[config.mk]
export PLATFORM = sky130hd
export DESIGN_NAME = conv_setup_i2c_slave
export DESIGN_NICKNAME = d
export VERILOG_FILES = /design/src/rtl/i2c_wr_pkg.sv /design/src/rtl/i2c_line_sync.sv /design/src/rtl/i2c_wr_fsm.sv /design/src/rtl/setup_cfg_regs.sv /design/src/rtl/conv_setup_i2c_slave.sv
export SDC_FILE = /design/constraint.sdc
export NUM_CORES = 1
export LEC_CHECK = 0
export ABC_AREA = 1
export BUFFER_PORTS_ARGS = -buffer_cell sky130_fd_sc_hd__buf_2
export CORE_MARGIN = 5
export CORE_UTILIZATION = 26
export DETAILED_ROUTE_END_ITERATION = 12
export GPL_ROUTABILITY_DRIVEN = 0
export PLACE_DENSITY = 0.54
export SYNTH_ARGS = -nofsm -noshare
export SYNTH_HDL_FRONTEND = slang
export SYNTH_SLANG_ARGS = --single-unit
[constraint.sdc]
create_clock -name clk -period 3.5 [get_ports clk]
set_clock_uncertainty 0.15 [all_clocks]
set_input_delay 0.35 -clock clk [delete_from_list [all_inputs] [get_ports clk]]
set_output_delay 0.35 -clock clk [all_outputs]
set_load 0.03 [all_outputs]
[src/rtl/i2c_wr_pkg.sv]
// Package: shared widths, field positions and state encoding for the
// write-only setup/configuration slave. Assumes 8-bit bus bytes.
package i2c_wr_pkg;
    localparam int BYTE_W  = 8;
    localparam int ADDR_W  = 7;
    localparam int CFG_W   = 7;
    localparam int REF_W   = 3;

    // Bit positions inside a setup byte (the register logic decodes these).
    localparam int SEL_BIT  = 7;
    localparam int REF_LSB  = 4;
    localparam int XCLK_BIT = 3;
    localparam int BIP_BIT  = 2;
    localparam int KEEP_BIT = 1;

    // Upper five bits of a high-speed master code.
    localparam logic [4:0] HS_CODE = 5'b00001;

    typedef enum logic [2:0] {
        ST_IDLE,
        ST_ADDR,
        ST_ADDR_ACK,
        ST_DATA,
        ST_DATA_ACK,
        ST_IGNORE
    } bus_state_t;

    typedef struct packed {
        logic [REF_W-1:0] ref_sel;
        logic             ext_clk;
        logic             bipolar;
    } setup_t;
endpackage

[src/rtl/i2c_line_sync.sv]
// Line conditioner: synchronises SCL/SDA through SYNC_STAGES flops and
// reports SCL edges plus START/STOP conditions as one-cycle pulses.
// Assumes the system clock is at least 8x the bus clock, so that every
// bus phase spans several samples.
module i2c_line_sync #(
    parameter int SYNC_STAGES = 2
) (
    input  logic clk,
    input  logic rst_n,
    input  logic scl_i,
    input  logic sda_i,
    output logic sda_s,
    output logic scl_rise,
    output logic scl_fall,
    output logic start_det,
    output logic stop_det
);
    // Index 1 is SCL and index 0 is SDA in each stage.
    logic [1:0] stage_q [SYNC_STAGES];
    logic [1:0] prev_q;
    logic       scl_s;

    for (genvar g = 0; g < SYNC_STAGES; g++) begin : g_sync
        // Each stage registers the previous one; an idle bus resets high.
        always_ff @(posedge clk) begin
            if (!rst_n) begin
                stage_q[g] <= 2'b11;
            end else if (g == 0) begin
                stage_q[g] <= {scl_i, sda_i};
            end else begin
                stage_q[g] <= stage_q[(g == 0) ? 0 : g - 1];
            end
        end
    end

    // Keep the previous synchronised sample for edge detection.
    always_ff @(posedge clk) begin
        if (!rst_n) begin
            prev_q <= 2'b11;
        end else begin
            prev_q <= stage_q[SYNC_STAGES-1];
        end
    end

    assign scl_s = stage_q[SYNC_STAGES-1][1];
    assign sda_s = stage_q[SYNC_STAGES-1][0];

    // Edge and bus-condition decode from the current and previous samples.
    always_comb begin
        scl_rise  = scl_s & ~prev_q[1];
        scl_fall  = ~scl_s & prev_q[1];
        start_det = scl_s & prev_q[1] & prev_q[0] & ~sda_s;
        stop_det  = scl_s & prev_q[1] & ~prev_q[0] & sda_s;
    end
endmodule

[src/rtl/i2c_wr_fsm.sv]
// Byte engine: shifts in address and data bytes, matches the device
// address, drives the acknowledge and pulses wr_en once per complete data
// byte. Assumes conditioned pulses from i2c_line_sync. STOP and START take
// priority over bit handling in any state.
module i2c_wr_fsm
    import i2c_wr_pkg::*;
#(
    parameter logic [ADDR_W-1:0] DEV_ADDR = 7'h36
) (
    input  logic              clk,
    input  logic              rst_n,
    input  logic              sda_s,
    input  logic              scl_rise,
    input  logic              scl_fall,
    input  logic              start_det,
    input  logic              stop_det,
    output logic              sda_oe,
    output logic              wr_en,
    output logic [BYTE_W-1:0] wr_byte,
    output logic              hs_mode
);
    localparam int CNT_W = $clog2(BYTE_W + 1);
    localparam logic [CNT_W-1:0] CNT_FULL = CNT_W'(BYTE_W);

    bus_state_t        state;
    logic [CNT_W-1:0]  bit_cnt;
    logic [BYTE_W-1:0] shreg;

    assign wr_byte = shreg;

    // Bus state machine: bit capture, address decision, ACK and commit.
    always_ff @(posedge clk) begin
        if (!rst_n) begin
            state   <= ST_IDLE;
            bit_cnt <= '0;
            shreg   <= '0;
            sda_oe  <= 1'b0;
            wr_en   <= 1'b0;
            hs_mode <= 1'b0;
        end else begin
            wr_en <= 1'b0;
            if (stop_det) begin
                state   <= ST_IDLE;
                sda_oe  <= 1'b0;
                hs_mode <= 1'b0;
            end else if (start_det) begin
                state   <= ST_ADDR;
                bit_cnt <= '0;
                sda_oe  <= 1'b0;
            end else begin
                case (state)
                    ST_ADDR, ST_DATA: begin
                        if (scl_rise && bit_cnt < CNT_FULL) begin
                            shreg   <= {shreg[BYTE_W-2:0], sda_s};
                            bit_cnt <= bit_cnt + 1'b1;
                        end else if (scl_fall && bit_cnt == CNT_FULL) begin
                            if (state == ST_ADDR) begin
                                if (shreg[BYTE_W-1:1] == DEV_ADDR && !shreg[0]) begin
                                    sda_oe <= 1'b1;
                                    state  <= ST_ADDR_ACK;
                                end else begin
                                    if (shreg[BYTE_W-1:BYTE_W-5] == HS_CODE) begin
                                        hs_mode <= 1'b1;
                                    end
                                    state <= ST_IGNORE;
                                end
                            end else begin
                                sda_oe <= 1'b1;
                                wr_en  <= 1'b1;
                                state  <= ST_DATA_ACK;
                            end
                        end
                    end
                    ST_ADDR_ACK, ST_DATA_ACK: begin
                        if (scl_fall) begin
                            sda_oe  <= 1'b0;
                            bit_cnt <= '0;
                            state   <= ST_DATA;
                        end
                    end
                    default: ;
                endcase
            end
        end
    end
endmodule

[src/rtl/setup_cfg_regs.sv]
// Register bank: routes each committed byte by its top bit into the setup
// or configuration register and applies the configuration-reset side
// effect. Assumes wr_en is a single-cycle pulse with wr_byte valid.
module setup_cfg_regs
    import i2c_wr_pkg::*;
#(
    parameter logic [CFG_W-1:0] CFG_DEFAULT = '0
) (
    input  logic              clk,
    input  logic              rst_n,
    input  logic              wr_en,
    input  logic [BYTE_W-1:0] wr_byte,
    output setup_t            setup_q,
    output logic [CFG_W-1:0]  cfg_q
);
    wire unused_dc = wr_byte[0];

    // Commit a byte into the register its top bit selects.
    always_ff @(posedge clk) begin
        if (!rst_n) begin
            setup_q <= '0;
            cfg_q   <= CFG_DEFAULT;
        end else if (wr_en) begin
            if (wr_byte[SEL_BIT]) begin
                setup_q.ref_sel <= wr_byte[REF_LSB +: REF_W];
                setup_q.ext_clk <= wr_byte[XCLK_BIT];
                setup_q.bipolar <= wr_byte[BIP_BIT];
                if (!wr_byte[KEEP_BIT]) begin
                    cfg_q <= CFG_DEFAULT;
                end
            end else begin
                cfg_q <= wr_byte[CFG_W-1:0];
            end
        end
    end
endmodule

[src/rtl/conv_setup_i2c_slave.sv]
// Top: write-only two-wire slave holding a setup and a configuration
// register for a converter. Assumes an open-drain pad outside (sda_oe
// pulls low) and a system clock at least 8x the bus clock.
module conv_setup_i2c_slave
    import i2c_wr_pkg::*;
#(
    parameter logic [ADDR_W-1:0] DEV_ADDR    = 7'h36,
    parameter logic [CFG_W-1:0]  CFG_DEFAULT = '0,
    parameter int                SYNC_STAGES = 2
) (
    input  logic             clk,
    input  logic             rst_n,
    input  logic             scl_i,
    input  logic             sda_i,
    output logic             sda_oe,
    output logic [REF_W-1:0] ref_sel,
    output logic             ext_clk,
    output logic             bipolar,
    output logic [CFG_W-1:0] cfg_q,
    output logic             hs_mode
);
    logic              sda_s;
    logic              scl_rise;
    logic              scl_fall;
    logic              start_det;
    logic              stop_det;
    logic              wr_en;
    logic [BYTE_W-1:0] wr_byte;
    setup_t            setup_q;

    i2c_line_sync #(.SYNC_STAGES(SYNC_STAGES)) u_sync (
        .clk       (clk),
        .rst_n     (rst_n),
        .scl_i     (scl_i),
        .sda_i     (sda_i),
        .sda_s     (sda_s),
        .scl_rise  (scl_rise),
        .scl_fall  (scl_fall),
        .start_det (start_det),
        .stop_det  (stop_det)
    );

    i2c_wr_fsm #(.DEV_ADDR(DEV_ADDR)) u_fsm (
        .clk       (clk),
        .rst_n     (rst_n),
        .sda_s     (sda_s),
        .scl_rise  (scl_rise),
        .scl_fall  (scl_fall),
        .start_det (start_det),
        .stop_det  (stop_det),
        .sda_oe    (sda_oe),
        .wr_en     (wr_en),
        .wr_byte   (wr_byte),
        .hs_mode   (hs_mode)
    );

    setup_cfg_regs #(.CFG_DEFAULT(CFG_DEFAULT)) u_regs (
        .clk     (clk),
        .rst_n   (rst_n),
        .wr_en   (wr_en),
        .wr_byte (wr_byte),
        .setup_q (setup_q),
        .cfg_q   (cfg_q)
    );

    assign ref_sel = setup_q.ref_sel;
    assign ext_clk = setup_q.ext_clk;
    assign bipolar = setup_q.bipolar;
endmodule

# Word-level counts from Yosys, hierarchy flattened
# Memory sizes are Yosys's and may differ from the RTL's.
# Cells that the tools add are included.
# totals
out_inout_bits	14
memories	1
ramBits	4
ff_bits	32
# op_classes
n_eq_ne	16
mux	24
magnitude_cmp	1
add_sub_neg	1
bitwise	20
n_reduce_logical	19
# memory_table
name	words	word_bits	read_ports	rd_ports_with_merged_regs	write_ports	line_no	source
u_sync.stage_q	2	2	2	0	2	i2c_line_sync.sv:19	logic [1:0] stage_q [SYNC_STAGES];
# op_table
op	n
AND reduction 4 bit	4
two-way mux 3 bit	5
two-way mux 7 bit	2
two-way mux 4 bit	3
inverter 1 bit	11
two-way mux 1 bit	9
!= test 3 x 2 -> 1 bit, second input constant	3
case mux 4 bit (2 select lines)	1
AND 1 bit	7
equality test 7 x 6 -> 1 bit, second input constant	1
AND reduction 7 bit	1
equality test 3 x 2 -> 1 bit, second input constant	2
!= test 3 bit, second input constant	2
case mux 3 bit (2 select lines)	1
OR reduction 2 bit	3
OR reduction 6 bit	1
equality test 5 x 1 -> 1 bit, second input constant	1
AND reduction 5 bit	1
adder 4 x 1 -> 4 bit, second input constant	1
equality test 4 bit, second input constant	1
less-than comparator 4 bit, second input constant	1
two-way mux 2 bit	2
!= test 2 x 1 -> 1 bit, second input constant	2
!= test 2 bit, second input constant	2
10 further kinds	14

# Depth between registers and ports, before layout
# depth
depth_word	8
ltp_mapped	9
depth_no_buf	9

# Hierarchy
# A second synthesis with hierarchy kept.
# unflattened
hier_cells	219
hier_area_um2	1635.3
# by_module_without_submodules
module	seq_area_each_um2	area_per_inst_um2	cells_per_inst	instances
i2c_wr_fsm	360.3	985.9	137	1
setup_cfg_regs	240.2	450.4	55	1
i2c_line_sync	120.1	198.9	27	1

# Worst setup path after synthesis
# OpenSTA, ideal clock, no wires.
# synth_timing
path_type	register to register
startpoint	memory u_sync.stage_q[1][0]
endpoint	register u_fsm.bit_cnt[3]
required_time_ns	3.237
t_arrival_ns	1.004
period_less_slack_ns	1.267
path_buffers	0
setup_time_ns	0.113
stages_incl_launch_ff	9
path_slack_ns	2.233
path_cell_list	dfxtp_1 inv_1 nand2_2 nor2_8 nor2_2 nor2_4 nand2_4 nor2_1 nor2_1
# synth_rtl
item	line_no	source
start, declared	i2c_line_sync.sv:19	
end signal, assigned	i2c_wr_fsm.sv:55	bit_cnt <= bit_cnt + 1'b1;
end, declared	i2c_wr_fsm.sv:26	logic [CNT_W-1:0] bit_cnt;

# Final worst setup path
# layout_timing
startpoint	register u_fsm.state[0]
endpoint	register u_fsm.shreg[4], in the netlist u_fsm.wr_byte[4]
# layout_between
elab_chain_len	3
# layout_lines
item	line_no	source
start, declared	i2c_wr_fsm.sv:25	bus_state_t state;
start signal, assigned	i2c_wr_fsm.sv:34	state <= ST_IDLE;
start signal, assigned	i2c_wr_fsm.sv:43	state <= ST_IDLE;
start signal, assigned	i2c_wr_fsm.sv:47	state <= ST_ADDR;
equality test 3 x 2 -> 1 bit or equality test 3 x 1 -> 1 bit (tied branches)	i2c_wr_fsm.sv:51	case (state)
OR reduction 2 bit *	i2c_wr_fsm.sv:51	
AND reduction 4 bit (no line) *	--	
end signal, assigned	i2c_wr_fsm.sv:54	shreg <= {shreg[BYTE_W-2:0], sda_s};
end, declared	i2c_wr_fsm.sv:27	logic [BYTE_W-1:0] shreg;
# Mark *: on every way between the ends. The rest lies on a longest branch, timed or not.
# A chain may end at the register's enable or synchronous reset.

==> metrics.md <==
| Metric | Value |
|---|---|
| Slew margin rel. | 0.577 |
| Area of the die | 7690 µm² |
| Slowest CP cell | dfxtp_1 |
| Dominant cell type by area after synthesis | dfxtp_1 |
| FP Rows | 28 |
| Count leader, synth | dfxtp_1 |
| Crit Path Max Fanout | 11 |
| Critical Path Max Stage Delay | 360 ps |
| Critical path cell sequence | inv_2 -> nor2_4 -> inv_2 -> nor2_2 -> inv_1 -> o21ai_0 -> a21oi_1 |
| Core Footprint | 5890 µm² |
| CTS resizes | 0 |
| Fmax | 622 MHz |
| Chip width | 87.7 µm |
| Mean Syn Cell Area | 7.77 µm² |
| # diodes | 0 |
| Clock buffer depth | 2 |
| Synth Flop Type | dfxtp_1 |
| Worst path required time | 3530 ps |
| Worst Max-Slew Pin Slew | 628 ps |
| Min Tclk post-route | 1610 ps |
| Pwr Density | 563 nW/µm² |
| Cells after Synth | 202 |
| Total number of vias | 1302 |
| Pleak | 0.786 nW |
| Length of the first detailed-routing pass in iterations | 4 |
| WL met1 | 1.65 mm |
| Clock root buffer | clkbuf_8 |
| Maxcap violations | 0 |
| Largest net degree at the start of global routing | 18 |
| Vias in the first global route | 1176 |
| DP Area | 1730 µm² |
| IO Count | 18 |
| Hold path cells | 2 |
| Synth Cell Area | 1570 µm² |
| Area growth syn-to-layout | 16.1% |
| Final worst path period share | 0.459 |
| Sink Count | 36 |
| Drt total wl | 3.23 mm |
| Yosys warning total | 0 |
| Status | completed |
| WL/cell | 10.8 µm |
| # hold bufs at CTS | 0 |
| Post-DP HPWL | 2.46 mm |
| Vias per cell | 4.35 |
| Number of buffers added on ports | 17 |
| Max Slew Vio Count | 0 |
| RSZ-0062 raised after global routing | no |
| Post-Layout Inst Area | 1820 µm² |
| Post-synth top area share | 0.459 |
| Hold Violations, Final | 0 |
| Unique masters post-synth | 27 |
| CTS clk-pin slew, worst paths | 70 ps |
| VDD IR-drop max | 178 µV |
| Share of cells above drive strength 1 | 0.214 |
| Final TNS setup | 0 ps |
| Antenna violations before repair | 0 |
| H-tree depth | 2 |
| Initial Util | 0.267 |
| GRT Resource Usage Total | 0.0959 |
| EDFF count, synth | 0 |
| Die height | 87.7 µm |
| Worst Hold Class | input port to flip-flop |
| Worst Setup End Kind | flip-flop |
| DP Worst Slack | 1900 ps |
| Synth area leaders | dfxtp_1, nand2_1, a21oi_1 |
| Met2 WL | 1.30 mm |
| Register bit total from synthesis | 36 |
| Worst-skew pair later-pin latency | 290 ps |
| Total power | 0.00103 W |
| Iter 0 DRT Violations | 87 |
| Final Setup Violations | 0 |
| Routed met3 length | 213 µm |
| CP startpoint kind | flip-flop |
| Worst path most repeated cell | inv_2 |
| # DRC | 0 |
| GR Overflow Total | 0 |
| Critical path arrival | 1640 ps |
| TritonCTS clock tree | yes |
| CTS buffer count | 5 |
| Final net count | 229 |
| Postcts setup bufs | 0 |
| Synth cell count leaders | dfxtp_1, nand2_1, nor2_1, a21oi_1, inv_1 |
| Synth async-reset ratio | 0 |
| R2R cell count | 7 |
| Register area share after synthesis | 0.459 |
| Mapped Nets | 208 |
| Worst setup slack after layout | 1890 ps |
| Uppermost layer routed | met4 |
| Final ANT Viol Nets | 0 |
| First-pass GRT wire length | 5.66 mm |
| Crit path kind | flip-flop to flip-flop |
==> where the power goes <==
group | switching (W) | leakage, nW | internal [W] | total [W]
logic | 0.000169 | 0.449 | 0.0000880 | 0.000257
clock network | 0.000141 | 0.0455 | 0.000160 | 0.000301
registers | 0.0000274 | 0.292 | 0.000440 | 0.000467
total | 0.000337 | 0.786 | 0.000689 | 0.00103
==> final cells by class <==
type,instances,area (µm²)
clock buffer,8,90.1
fill,655,4060
inverter,23,86.3
multi-input combinational,140,747
sequential,36,721
tap,75,93.8
timing repair buffer,17,85.1
==> sequential cells by signal, indices dropped and copies added (netlist names) <==
name	cells
u_regs.cfg_q	7
u_sync.prev_q	2
u_sync.stage_q	4
u_fsm.bit_cnt	4
u_fsm.wr_en	1
u_fsm.hs_mode	1
u_regs.setup_q	5
u_fsm.sda_oe	1
u_fsm.state	3
u_fsm.wr_byte	8
==> routing by layer <==
metal,GRT usage,up-vias
met5,0,-
met4,0.0460,0
met3,0.0414,6
met2,0.128,31
met1,0.131,574
li1,-,691
==> layout by cell type, fill, tap and decap left out, types with 2 or more instances in the layout <==
| master | n |
|---|---|
| a21oi_1 | 22 |
| buf_2 | 17 |
| clkbuf_1 | 2 |
| clkbuf_8 | 6 |
| dfxtp_1 | 36 |
| ha_1 | 2 |
| inv_1 | 20 |
| inv_2 | 3 |
| nand2_1 | 34 |
| nand2_2 | 4 |
| nand2_4 | 2 |
| nand3_1 | 11 |
| nand3_2 | 2 |
| nor2_1 | 27 |
| nor2_2 | 4 |
| nor2_4 | 2 |
| nor4_1 | 2 |
| o21ai_0 | 14 |
| or2_2 | 5 |
| xor2_1 | 2 |
==> critical path: cells and delay by family, from the launching register on <==
kind            cells  cell delay, ps
buf+inv             3             320
flops               1             360
compound gates      2             220
simple gates        2             450
==> stage by stage <==
stage / std cells / utilization / hold slack, ps
after CTS: 299 / 0.310 / 79.5
after global placement: 291 / 0.294 / 245
after floorplan: 202 / - / 243
after detailed placement: 291 / 0.294 / 252
after global routing: 299 / 0.310 / 88.2
final: 299 / 0.310 / 90.9
==> cell families after synthesis <==
group,after synthesis,synth area share
AO/OA/AOI/OAI,38,0.124
XOR/XNOR,2,0.0112
adder cells (fa/ha/maj),2,0.0159
buffers and inverters,26,0.0653
flip-flops,36,0.459
AND/OR/NAND/NOR,98,0.324
==> final timing paths <==
path,slack (ps),end,start
min,90,u_sync.stage_q[0][1],scl_i
max,1890,u_fsm.wr_byte[4],u_fsm.state[0]
max reg2reg,1890,u_fsm.wr_byte[4],u_fsm.state[0]
min reg2reg,270,u_sync.stage_q[1][0],u_sync.stage_q[0][0]
No activity file was read; power rests on OpenSTA's default activity.
